<file path="config.mk">
export PLATFORM = sky130hd
export DESIGN_NAME = adc_conv_sequencer
export DESIGN_NICKNAME = d
export VERILOG_FILES = /design/src/rtl/adc_seq_pkg.sv /design/src/rtl/adc_seq_timebase.sv /design/src/rtl/adc_seq_settle.sv /design/src/rtl/adc_conv_stub.sv /design/src/rtl/adc_conv_sequencer.sv
export SDC_FILE = /design/constraint.sdc
export NUM_CORES = 1
export LEC_CHECK = 0
export ABC_AREA = 1
export BUFFER_PORTS_ARGS = -buffer_cell sky130_fd_sc_hd__clkbuf_2
export CAP_MARGIN = 20
export CORE_UTILIZATION = 24
export DETAILED_ROUTE_END_ITERATION = 10
export PLACE_DENSITY = 0.46
export SLEW_MARGIN = 20
export SYNTH_ARGS = -nofsm -noshare
export SYNTH_HDL_FRONTEND = slang
export SYNTH_HIERARCHICAL = 1
export SYNTH_SLANG_ARGS = --single-unit
</file>
<file path="constraint.sdc">
create_clock -name clk -period 1.9 [get_ports clk]
set_input_delay 0 -clock clk [delete_from_list [all_inputs] [get_ports clk]]
set_output_delay 0 -clock clk [all_outputs]
set_load 0.01 [all_outputs]
</file>
<file path="src/rtl/adc_seq_pkg.sv">
package adc_seq_pkg;

    typedef enum logic [1:0] {
        SEQ_IDLE    = 2'd0,
        SEQ_SETTLE  = 2'd1,
        SEQ_CONVERT = 2'd2
    } seq_state_e;

    // Cycle count on the slow source, rounded up so wall time never shrinks.
    function automatic int unsigned slow_cycles(int unsigned fast_cyc, int unsigned div);
        return (div <= 1) ? fast_cyc : (fast_cyc + div - 1) / div;
    endfunction

endpackage

</file>
<file path="src/rtl/adc_seq_timebase.sv">
module adc_seq_timebase
    import adc_seq_pkg::*;
#(
    parameter int unsigned SAMPLE_FAST = 8,
    parameter int unsigned SETTLE_FAST = 42,
    parameter int unsigned SLOW_DIV    = 2,
    parameter int unsigned SAMP_W      = 4,
    parameter int unsigned SETTLE_W    = 6
) (
    input  logic                src_fast,
    output logic [SAMP_W-1:0]   sample_cyc,
    output logic [SETTLE_W-1:0] settle_cyc
);
    localparam int unsigned SAMPLE_SLOW = slow_cycles(SAMPLE_FAST, SLOW_DIV);
    localparam int unsigned SETTLE_SLOW = slow_cycles(SETTLE_FAST, SLOW_DIV);

    generate
        if (SLOW_DIV <= 1) begin : g_same
            assign sample_cyc = SAMP_W'(SAMPLE_FAST);
            assign settle_cyc = SETTLE_W'(SETTLE_FAST);
        end else begin : g_scaled
            assign sample_cyc = src_fast ? SAMP_W'(SAMPLE_FAST) : SAMP_W'(SAMPLE_SLOW);
            assign settle_cyc = src_fast ? SETTLE_W'(SETTLE_FAST) : SETTLE_W'(SETTLE_SLOW);
        end
    endgenerate

endmodule

</file>
<file path="src/rtl/adc_seq_settle.sv">
module adc_seq_settle #(
    parameter int unsigned CNT_W = 6
) (
    input  logic             clk,
    input  logic             rst_n,
    input  logic             load,
    input  logic             clear,
    input  logic [CNT_W-1:0] load_val,
    output logic             expire
);
    logic [CNT_W-1:0] cnt_d, cnt_q;

    always_comb begin
        cnt_d = cnt_q;
        if (clear) begin
            cnt_d = '0;
        end else if (load) begin
            cnt_d = load_val;
        end else if (cnt_q != '0) begin
            cnt_d = cnt_q - 1'b1;
        end
    end

    always_ff @(posedge clk or negedge rst_n) begin
        if (!rst_n) cnt_q <= '0;
        else        cnt_q <= cnt_d;
    end

    assign expire = (cnt_q == CNT_W'(1));

endmodule

</file>
<file path="src/rtl/adc_conv_stub.sv">
module adc_conv_stub #(
    parameter int unsigned SAMP_W = 4,
    parameter int unsigned CFG_W  = 4,
    parameter int unsigned DATA_W = 12
) (
    input  logic              clk,
    input  logic              rst_n,
    input  logic              run,
    input  logic              restart,
    input  logic [SAMP_W-1:0] period,
    input  logic [CFG_W-1:0]  cfg_i,
    output logic              done,
    output logic [DATA_W-1:0] data,
    output logic [CFG_W-1:0]  tag
);
    typedef struct packed {
        logic [SAMP_W-1:0] cnt;
        logic              done;
        logic [DATA_W-1:0] count;
        logic [CFG_W-1:0]  tag;
    } stub_t;

    stub_t st_d, st_q;

    always_comb begin
        st_d      = st_q;
        st_d.done = 1'b0;
        if (!run || restart) begin
            st_d.cnt = period;
        end else if (st_q.cnt <= SAMP_W'(1)) begin
            st_d.done  = 1'b1;
            st_d.cnt   = period;
            st_d.count = st_q.count + 1'b1;
            st_d.tag   = cfg_i;
        end else begin
            st_d.cnt = st_q.cnt - 1'b1;
        end
    end

    always_ff @(posedge clk or negedge rst_n) begin
        if (!rst_n) st_q <= '0;
        else        st_q <= st_d;
    end

    assign done = st_q.done;
    assign data = st_q.count;
    assign tag  = st_q.tag;

endmodule

</file>
<file path="src/rtl/adc_conv_sequencer.sv">
module adc_conv_sequencer
    import adc_seq_pkg::*;
#(
    parameter int unsigned CFG_W       = 4,
    parameter int unsigned DATA_W      = 12,
    parameter int unsigned SAMPLE_FAST = 8,
    parameter int unsigned SETTLE_FAST = 42,
    parameter int unsigned SLOW_DIV    = 2
) (
    input  logic              clk,
    input  logic              rst_n,
    input  logic              cfg_wr,
    input  logic              cfg_en,
    input  logic [CFG_W-1:0]  cfg_sel,
    input  logic              clk_src_fast,
    output logic              res_valid,
    output logic [DATA_W-1:0] res_data,
    output logic [CFG_W-1:0]  res_cfg
);
    localparam int unsigned SAMP_W   = $clog2(SAMPLE_FAST + 1);
    localparam int unsigned SETTLE_W = $clog2(SETTLE_FAST + 1);

    typedef struct packed {
        seq_state_e       state;
        logic             discard;
        logic             src;
        logic [CFG_W-1:0] cfg;
    } seq_t;

    seq_t seq_d, seq_q;

    logic [SAMP_W-1:0]   sample_cyc;
    logic [SETTLE_W-1:0] settle_cyc;
    logic                settle_load, settle_clear, settle_done;
    logic                conv_run, conv_restart, conv_done;
    logic [DATA_W-1:0]   conv_data;
    logic [CFG_W-1:0]    conv_tag;
    logic                wr_on, wr_off, src_last, src_change;
    logic                st_settle, st_convert;

    assign wr_on      = cfg_wr && cfg_en;
    assign wr_off     = cfg_wr && !cfg_en;
    assign src_last   = seq_q.src;
    assign src_change = clk_src_fast != src_last;
    assign st_settle  = seq_q.state == SEQ_SETTLE;
    assign st_convert = seq_q.state == SEQ_CONVERT;

    adc_seq_timebase #(
        .SAMPLE_FAST(SAMPLE_FAST), .SETTLE_FAST(SETTLE_FAST), .SLOW_DIV(SLOW_DIV),
        .SAMP_W(SAMP_W), .SETTLE_W(SETTLE_W)
    ) u_timebase (
        .src_fast  (clk_src_fast),
        .sample_cyc(sample_cyc),
        .settle_cyc(settle_cyc)
    );

    adc_seq_settle #(.CNT_W(SETTLE_W)) u_settle (
        .clk     (clk),
        .rst_n   (rst_n),
        .load    (settle_load),
        .clear   (settle_clear),
        .load_val(settle_cyc),
        .expire  (settle_done)
    );

    adc_conv_stub #(.SAMP_W(SAMP_W), .CFG_W(CFG_W), .DATA_W(DATA_W)) u_stub (
        .clk    (clk),
        .rst_n  (rst_n),
        .run    (conv_run),
        .restart(conv_restart),
        .period (sample_cyc),
        .cfg_i  (seq_q.cfg),
        .done   (conv_done),
        .data   (conv_data),
        .tag    (conv_tag)
    );

    always_comb begin
        seq_d        = seq_q;
        seq_d.src    = clk_src_fast;
        settle_load  = 1'b0;
        settle_clear = 1'b0;
        conv_restart = 1'b0;
        conv_run     = st_convert && !wr_off;
        if (cfg_wr) seq_d.cfg = cfg_sel;

        unique case (seq_q.state)
            SEQ_IDLE: begin
                if (wr_on) begin
                    seq_d.state   = SEQ_SETTLE;
                    seq_d.discard = 1'b1;
                    settle_load   = 1'b1;
                end
            end
            SEQ_SETTLE: begin
                if (wr_off) begin
                    seq_d.state  = SEQ_IDLE;
                    settle_clear = 1'b1;
                end else if (settle_done) begin
                    seq_d.state = SEQ_CONVERT;
                end
            end
            SEQ_CONVERT: begin
                if (wr_off) begin
                    seq_d.state   = SEQ_IDLE;
                    seq_d.discard = 1'b0;
                end else if (wr_on || src_change) begin
                    conv_restart  = 1'b1;
                    seq_d.discard = 1'b1;
                end else if (conv_done && seq_q.discard) begin
                    seq_d.discard = 1'b0;
                end
            end
            default: begin
                seq_d.state = SEQ_IDLE;
            end
        endcase
    end

    always_ff @(posedge clk or negedge rst_n) begin
        if (!rst_n) begin
            seq_q       <= '0;
            seq_q.state <= SEQ_IDLE;
            seq_q.src   <= 1'b1;
        end else begin
            seq_q <= seq_d;
        end
    end

    assign res_valid = conv_done && !seq_q.discard && st_convert;
    assign res_data  = conv_data;
    assign res_cfg   = conv_tag;

endmodule

</file>
* Word level (Yosys, flattened, before mapping)
Index checks and enable logic that the tools add are counted.
** Word-level totals
- Register bits after elaboration :: 35
- Output and inout bits :: 17
** Cells by class
- $lt $le $gt $ge :: 1
- $add $sub $neg :: 3
- Equal/unequal tests :: 8
- Muxes and demuxes :: 25
- Bitwise gates (word level) :: 1
- Reduce and logical (&&, ||, !) cells :: 19
** Operators with widths (number)
- 17-bit 2-to-1 mux :: 2
- 6-bit 2-to-1 mux :: 4
- 12-bit by 1-bit adder with 12-bit output, second input constant :: 1
- 4-bit 2-to-1 mux :: 3
- 1-bit 2-to-1 mux :: 10
- 6-bit by 1-bit == test with 1-bit output, second input constant :: 1
- 1-bit logical AND :: 6
- 2-bit 2-to-1 mux :: 3
- 2-bit one-hot mux with 3 select lines :: 1
- 3-bit AND reduction :: 2
- 6-bit nonzero test :: 1
- 6-bit by 1-bit subtractor with 6-bit output, second input constant :: 1
- 4-bit by 1-bit less-or-equal comparator with 1-bit output, second input constant :: 1
- 1-bit logical NOT :: 4
- 2-bit != test, second input constant :: 2
- 4-bit by 2-bit != test with 1-bit output, second input constant :: 1
- 4-bit by 1-bit subtractor with 4-bit output, second input constant :: 1
- 3-bit 2-to-1 mux :: 1
- 3-bit != test, second input constant :: 1
- 3-bit nonzero test :: 1
- 2-bit by 1-bit == test with 1-bit output, second input constant :: 1
- 2-bit == test, second input constant :: 1
- 2-bit logical NOT :: 1
- 1-bit logical OR :: 2
- 5 further kinds :: 5

* Longest topological paths before layout
Gate-level depths: netlist of the first run.
- Depth in word-level cells :: 8
- Mapped depth :: 12
- Mapped depth without buffers :: 11

* Cells and area by module
The synthesis of the first run kept the hierarchy.
** By module, submodules not included
- adc_conv_stub :: sequential area each 525.5 µm², cells an instance 144, instances 1, area each 1193.6 µm²
- adc_seq_settle :: sequential area each 150.1 µm², cells an instance 62, instances 1, area each 440.4 µm²
- adc_conv_sequencer :: sequential area each 201.4 µm², cells an instance 57, instances 1, area each 422.9 µm²
- adc_seq_timebase :: sequential area each 0.0 µm², cells an instance 11, instances 1, area each 75.1 µm²

* Worst setup path after synthesis of the first run
OpenSTA, ideal clock, no wires.
- Path kind :: register -> register
- Start :: register seq_q, in the netlist src_last
- End :: register u_stub.st_q, in the netlist u_stub/data[11]
- Library setup time :: 0.117 ns
- Data arrival time :: 1.467 ns
- Stages on the path, launching flop included :: 13
- Path buffers :: 1
- Required time :: 1.783 ns
- Path slack :: 0.316 ns
- Path through :: dfstp_2 > inv_1 > nand2_1 > nand2_1 > o21ai_0 > inv_1 > nor2_4 > nand3_2 > buf_6 > nor2_8 > nand3_2 > nand2_1 > nand2_1
** Between the ends
- Longest elaborated chain between the ends :: 8
** RTL lines
- start, declared :: RTL line adc_conv_sequencer.sv:30 : seq_t seq_d, seq_q;
- start signal, assigned :: RTL line adc_conv_sequencer.sv:126 : seq_q <= seq_d;
- 1-bit != test :: RTL line adc_conv_sequencer.sv:44 : assign src_change = clk_src_fast != src_last;
- 1-bit logical OR :: RTL line adc_conv_sequencer.sv:107 : end else if (wr_on || src_change) begin
- 1-bit 2-to-1 mux :: RTL line adc_conv_sequencer.sv:107
- 1-bit 2-to-1 mux :: RTL line adc_conv_sequencer.sv:104 : if (wr_off) begin
- 1-bit 2-to-1 mux :: RTL line adc_conv_sequencer.sv:87 : unique case (seq_q.state)
- named net conv_restart :: RTL line adc_conv_sequencer.sv:35 : logic conv_run, conv_restart, conv_done;
- 1-bit logical OR :: RTL line adc_conv_stub.sv:28 : if (!run || restart) begin
- 1-bit NOT (no source line)
- 2-bit AND reduction (no source line)
- end signal, assigned :: RTL line adc_conv_stub.sv:42 : else st_q <= st_d;
- end, declared :: RTL line adc_conv_stub.sv:23 : stub_t st_d, st_q;
The timed path passes the listed nets, and every way through them passes these cells.
A chain may end at the register's enable or synchronous reset.

* Worst setup path in the final report of the first run
Ends and elaborated chain as after synthesis.

==> results of run 1 <==
==> flip-flops by register name, indices dropped and copies added, names as in the netlist <==
signal / count
u_stub/data: 12
seq_q: 7
src_last: 1
u_stub/st_q: 4
u_stub/done: 1
u_settle/cnt_q: 6
u_stub/tag: 4
==> what timing repair did <==
item / 4_1_cts / 5_1_grt
endpoints found under the setup margin: 0 / 0
setup buffers: 0 / 0
hold buffers: 9 / 0
resized for setup: 0 / 0
hold endpoints to repair: 39 / 0
==> Yosys cell counts, types with 2 or more instances <==
master	n
nor3_1	3
xor2_1	5
nand3b_1	2
nand2_4	2
nand2_2	2
xnor2_1	3
a21oi_1	2
nand2_1	90
o21ai_1	2
nor2_2	4
nor2_1	17
inv_2	3
dfrtp_1	34
nand3_1	14
or2_1	4
a21oi_2	2
nor2_4	4
nand4_1	3
o21ai_0	8
ha_1	5
buf_4	25
nand3_2	2
inv_1	30
==> report_power, final <==
part	switching [uW]	internal [uW]
combinational	387	267
sequential	107	868
clock	292	391
total	785	1530
==> layer usage <==
| layer | vias up | share of wire (%) | track usage, % |
|---|---|---|---|
| met4 | 0 | 0.99 | 3.36 |
| met2 | 23 | 47 | 16.7 |
| met3 | 6 | 3.2 | 2.84 |
| li1 | 853 | - | - |
| met5 | - | 0 | 0 |
| met1 | 744 | 49 | 11.8 |
==> worst max-delay path, cell delays in order, from the launching register on <==
cell,delay (ps)
dfstp_2,530
inv_1,30
nand2_1,60
nand2_1,60
o21ai_0,140
inv_1,80
nor2_4,110
nand3_2,90
buf_4,190
nor2_8,130
nand3_2,70
nand2_1,70
nand2_1,40
==> path summary, 6_finish.rpt <==
| path | startpoint | cells past startpoint | to |
|---|---|---|---|
| setup / recovery | src_last | 12 | u_stub/data[11] |
| setup reg to reg | src_last | 12 | u_stub/data[11] |
| max in group asynchronous | rst_n | 3 | src_last |
| hold / removal | cfg_wr | 3 | seq_q[1] |
| hold reg to reg | seq_q[0] | 2 | u_stub/tag[0] |
| min in group asynchronous | rst_n | 2 | u_stub/data[3] |
==> through the flow <==
step | utilization (%) | area (um^2) | setup slack (ps)
final | 28.2 | 2440 | 195
after global routing | 28.2 | 2440 | 5.89
after CTS | 28.2 | 2440 | 186
after detailed placement | 25.8 | 2240 | 192
after global placement | 25.8 | 2240 | 210
after floorplan | - | 2140 | 316
==> cell families (layout without fill, tap and decap cells) <==
family / count (synthesis) / count (layout) / share of synthesized area (%)
compound gates: 15 / 15 / 4.05
simple gates: 149 / 149 / 32.9
flops: 35 / 35 / 41.1
fa+ha+maj: 5 / 5 / 2.93
other cells: 1 / 2 / 0.176
xor+xnor: 8 / 8 / 3.29
buf+inv: 61 / 83 / 15.6
==> final cells by class <==
| cell class | count | area share, % |
|---|---|---|
| multi-input combinational | 179 | 37.9 |
| sequential | 35 | 35.9 |
| timing repair buffer | 40 | 10.6 |
| tap | 108 | 5.53 |
| inverter | 35 | 5.42 |
| clock buffer | 5 | 2.81 |
| clock inverter | 3 | 1.79 |
==> flow_summary_export.csv, run 1 <==
group,metric,value,unit
outcome,run_status,"completed",
synthesis,netlist_instances,274,
drt,wl_per_cell,10.2,um
synthesis,synth_edf_count,0,
sta,finalSetupViolations,0,
finish,layout_commonest_cell,"nand2_1",
synthesis,synth-seq-cells,35,
place,hpwl,3.14,mm
finish,fill_cells,964,
synthesis,synth_top_area_share,39.9,%
drt,viasPerCell,4.01,
global_route,grt_pass1_vias,1517,
global_route,antenna_found_initial,0,
floorplan,die_y,96.3,um
place,dp_cells,388,
sta,hold_violations,0,
finish,layout_common_cells,"nand2_1 (90), dfrtp_1 (34), inv_1 (30)",
power,p_leak,0.00133,uW
min_path,hp-class,"in -> reg",
critical_path,crit_path_start_kind,"flop",
clock_tree,cts_sinks,35,
clock_tree,insertion_delay,290,ps
synthesis,async_flop_share,100,%
place,io_buffers,25,
sta,fmax,586,MHz
synthesis,yosysWarnings,6,
power,power_density,945,nW/um^2
synthesis,netlist_area,2130,um^2
clock_tree,ctsHtreeMaxLevel,2,
drt,drt-initial-drc-count,28,
clock_tree,cts.path.max_buffers,2,
drt,drtAntennaViolNets,0,
floorplan,start_util,24.6,%
drt,wirelength,4.14,mm
critical_path,r2r_slack,190,ps
place,routabilityCongestion,0.740,
clock_tree,root_buffer,"clkbuf_8",
floorplan,fp.dieArea,9260,um^2
floorplan,core-area,8680,um^2
sta,rsz0062_at_grt,"no",
finish,multiInputGateArea,927,um^2
global_route,overflow,0,
sta,fin_skew,8.07,ps
floorplan,die_w,96.3,um
sta,finalCritPeriodShare,89.7,%
synthesis,ys_types,31,
drt,drcViolationCount,0,
sta,slew_viol_final,0,
synthesis,ys.flop_type,"dfrtp_1",
finish,drive_above_1_share,20.9,%
drt,drt_first_pass_iters,4,
clock_tree,cts_buffers,5,
floorplan,num_rows,34,
finish,syn_to_final_growth,14.7,%
clock_tree,clkSlewWorstSetupHoldPaths,80,ps
finish,fin_nets,310,
synthesis,synth_top_area_cell,"dfrtp_1",
sta,hold_ws,3.70,ps
power,max-vdd-ir-drop,0.498,mV
drt,vias,1626,
critical_path,cp_max_fo,7,
finish,final_cells,405,
global_route,track_usage,9.82,%
finish,ff_latch_area,877,um^2
flow_run,maxCapViolCount,0,
critical_path,endpoint_kind,"flop",
sta,layout_min_cycle_time,1710,ps
synthesis,ys_seq_area_share,41.1,%
power,finalPower,2310,uW
synthesis,synth_area_leaders,"dfrtp_1 (40%), nand2_1 (16%), buf_4 (8.8%), inv_1 (5.3%), nand3_1 (3.3%)",
global_route,grt_max_degree,14,
critical_path,arrival,1900,ps
synthesis,postSynthAreaPerCell,7.78,um^2
clock_tree,cts_tree,"done",
critical_path,critical_path_class,"reg -> reg",
floorplan,ioPinCount,26,
sta,setup_tns,0,ps
global_route,grt_first_pass_wirelength,6.89,mm
finish,antenna_cells,0,
critical_path,worstPathRequired,2090,ps
Power figures use the tool's default switching activity.
==> inputs of run 2 (changes only) <==
--- a/config.mk
+++ b/config.mk
@@ -11,6 +11,7 @@
 export CORE_UTILIZATION = 24
 export DETAILED_ROUTE_END_ITERATION = 10
 export PLACE_DENSITY = 0.46
+export RECOVER_POWER = 100
 export SLEW_MARGIN = 20
 export SYNTH_ARGS = -nofsm -noshare
 export SYNTH_HDL_FRONTEND = slang
==> flow_summary_export.csv, run 2 (synthesis results as in run 1) <==
group,metric,value,unit
place,io_buffers,25,
critical_path,worstPathRequired,2090,ps
sta,tightest_slew,758,ps
place,place_area,2240,um^2
sta,fmax,586,MHz
floorplan,fp.dieArea,9260,um^2
sta,layout_min_cycle_time,1710,ps
clock_tree,cts_resized,0,
finish,fin_nets,310,
sta,fin_ws,194,ps
finish,final_core_util,27.6,%
drt,drtAntennaViolNets,0,
floorplan,num_rows,34,
place,place_ws,192,ps
power,p_leak,0.00125,uW
drt,drcViolationCount,0,
finish,layout_commonest_cell,"nand2_1",
min_path,min_path_cells,3,
drt,drt_first_pass_iters,4,
sta,fin_skew,6.32,ps
critical_path,endpoint_kind,"flop",
sta,slew_viol_final,0,
finish,layout_common_cells,"nand2_1 (91), dfrtp_1 (34), inv_1 (31)",
finish,drive_above_1_share,12.1,%
clock_tree,ctsHtreeMaxLevel,2,
clock_tree,cts_sinks,35,
sta,finalCritPeriodShare,89.8,%
clock_tree,cts.path.max_buffers,2,
place,routabilityCongestion,0.740,
finish,syn_to_final_growth,12.2,%
power,power_density,947,nW/um^2
drt,drt-initial-drc-count,36,
sta,hold_ws,4.48,ps
global_route,overflow,0,
drt,wirelength,4.14,mm
power,max-vdd-ir-drop,0.466,mV
floorplan,core-area,8680,um^2
global_route,grt_max_degree,14,
finish,largest_reg_flops,12,
sta,slew_headroom,49.5,%
drt,viasPerCell,4.03,
sta,rsz0062_at_grt,"no",
flow_run,maxCapViolCount,0,
outcome,run_status,"completed",
clock_tree,clkSlewWorstSetupHoldPaths,80,ps
drt,wl_per_cell,10.2,um
drt,vias,1634,
place,hpwl,3.14,mm
finish,antenna_cells,0,
critical_path,arrival,1900,ps
sta,hold_violations,0,
floorplan,start_util,24.6,%
min_path,hp-class,"in -> reg",
critical_path,critical_path_class,"reg -> reg",
clock_tree,cts_buffers,5,
floorplan,die_y,96.3,um
global_route,grt_first_pass_wirelength,6.89,mm
clock_tree,cts_tree,"done",
global_route,antenna_found_initial,0,
global_route,grt_pass1_vias,1517,
global_route,track_usage,9.82,%
finish,fin_area,2390,um^2
critical_path,cp_max_fo,7,
sta,finalSetupViolations,0,
critical_path,crit_path_start_kind,"flop",
clock_tree,root_buffer,"clkbuf_8",
floorplan,die_w,96.3,um
critical_path,r2r_slack,190,ps
floorplan,ioPinCount,26,
sta,setup_tns,0,ps
finish,fill_cells,980,
clock_tree,insertion_delay,290,ps
critical_path,reg2regPathDepth,12,
## run 2: where the power goes
part           total (uW)  switching [uW]  internal, uW  leakage (uW)
combinational         615             369           246      0.000744
sequential            963            95.6           868      0.000448
clock                 687             296           391     0.0000581
## run 2: metrics by stage
stage	power, uW	std cells
after detailed placement	1640	388
after CTS	2350	405
after global placement	1630	388
final	2270	405
after floorplan	1510	275
after global routing	2450	405
## run 2: what timing repair did
item,in CTS,in global routing
hold buffers,9,0
buffers inserted,0,0
setup endpoints to repair,0,0
hold endpoints to repair,39,0
## run 2: worst max-delay path, cell delays in order, from the launching register on
cell and delay, ps:
dfstp_2 530, inv_1 30, nand2_1 60, nand2_1 60
o21ai_0 140, inv_1 80, nor2_4 110, nand3_2 90
buf_4 190, nor2_8 130, nand3_2 70, nand2_1 70
nand2_1 40
## run 2: final cells by class
type                       instances  area [um^2]  area share [%]
timing repair buffer              40          230            9.62
clock inverter                     3         43.8            1.83
tap                              108          135            5.65
inverter                          35          133            5.54
clock buffer                       5         68.8            2.88
multi-input combinational        179          905            37.8
sequential                        35          877            36.7
## run 2: metal layers
layer | vias up | GRT usage [%] | wire length, um
met1 | 751 | 11.8 | 2030
met3 | 5 | 2.84 | 140
met2 | 23 | 16.7 | 1930
li1 | 855 | - | -
met5 | - | 0 | 0
met4 | 0 | 3.36 | 31
## run 2: path summary, 6_finish.rpt
| kind | start | endpoint |
|---|---|---|
| worst max-delay path | src_last | u_stub/data[11] |
| worst min-delay path | cfg_wr | seq_q[1] |
| worst max register to register | src_last | u_stub/data[11] |
| worst min register to register | seq_q[0] | u_stub/tag[0] |
| max in group asynchronous | rst_n | u_settle/cnt_q[5] |
| min in group asynchronous | rst_n | u_stub/data[3] |
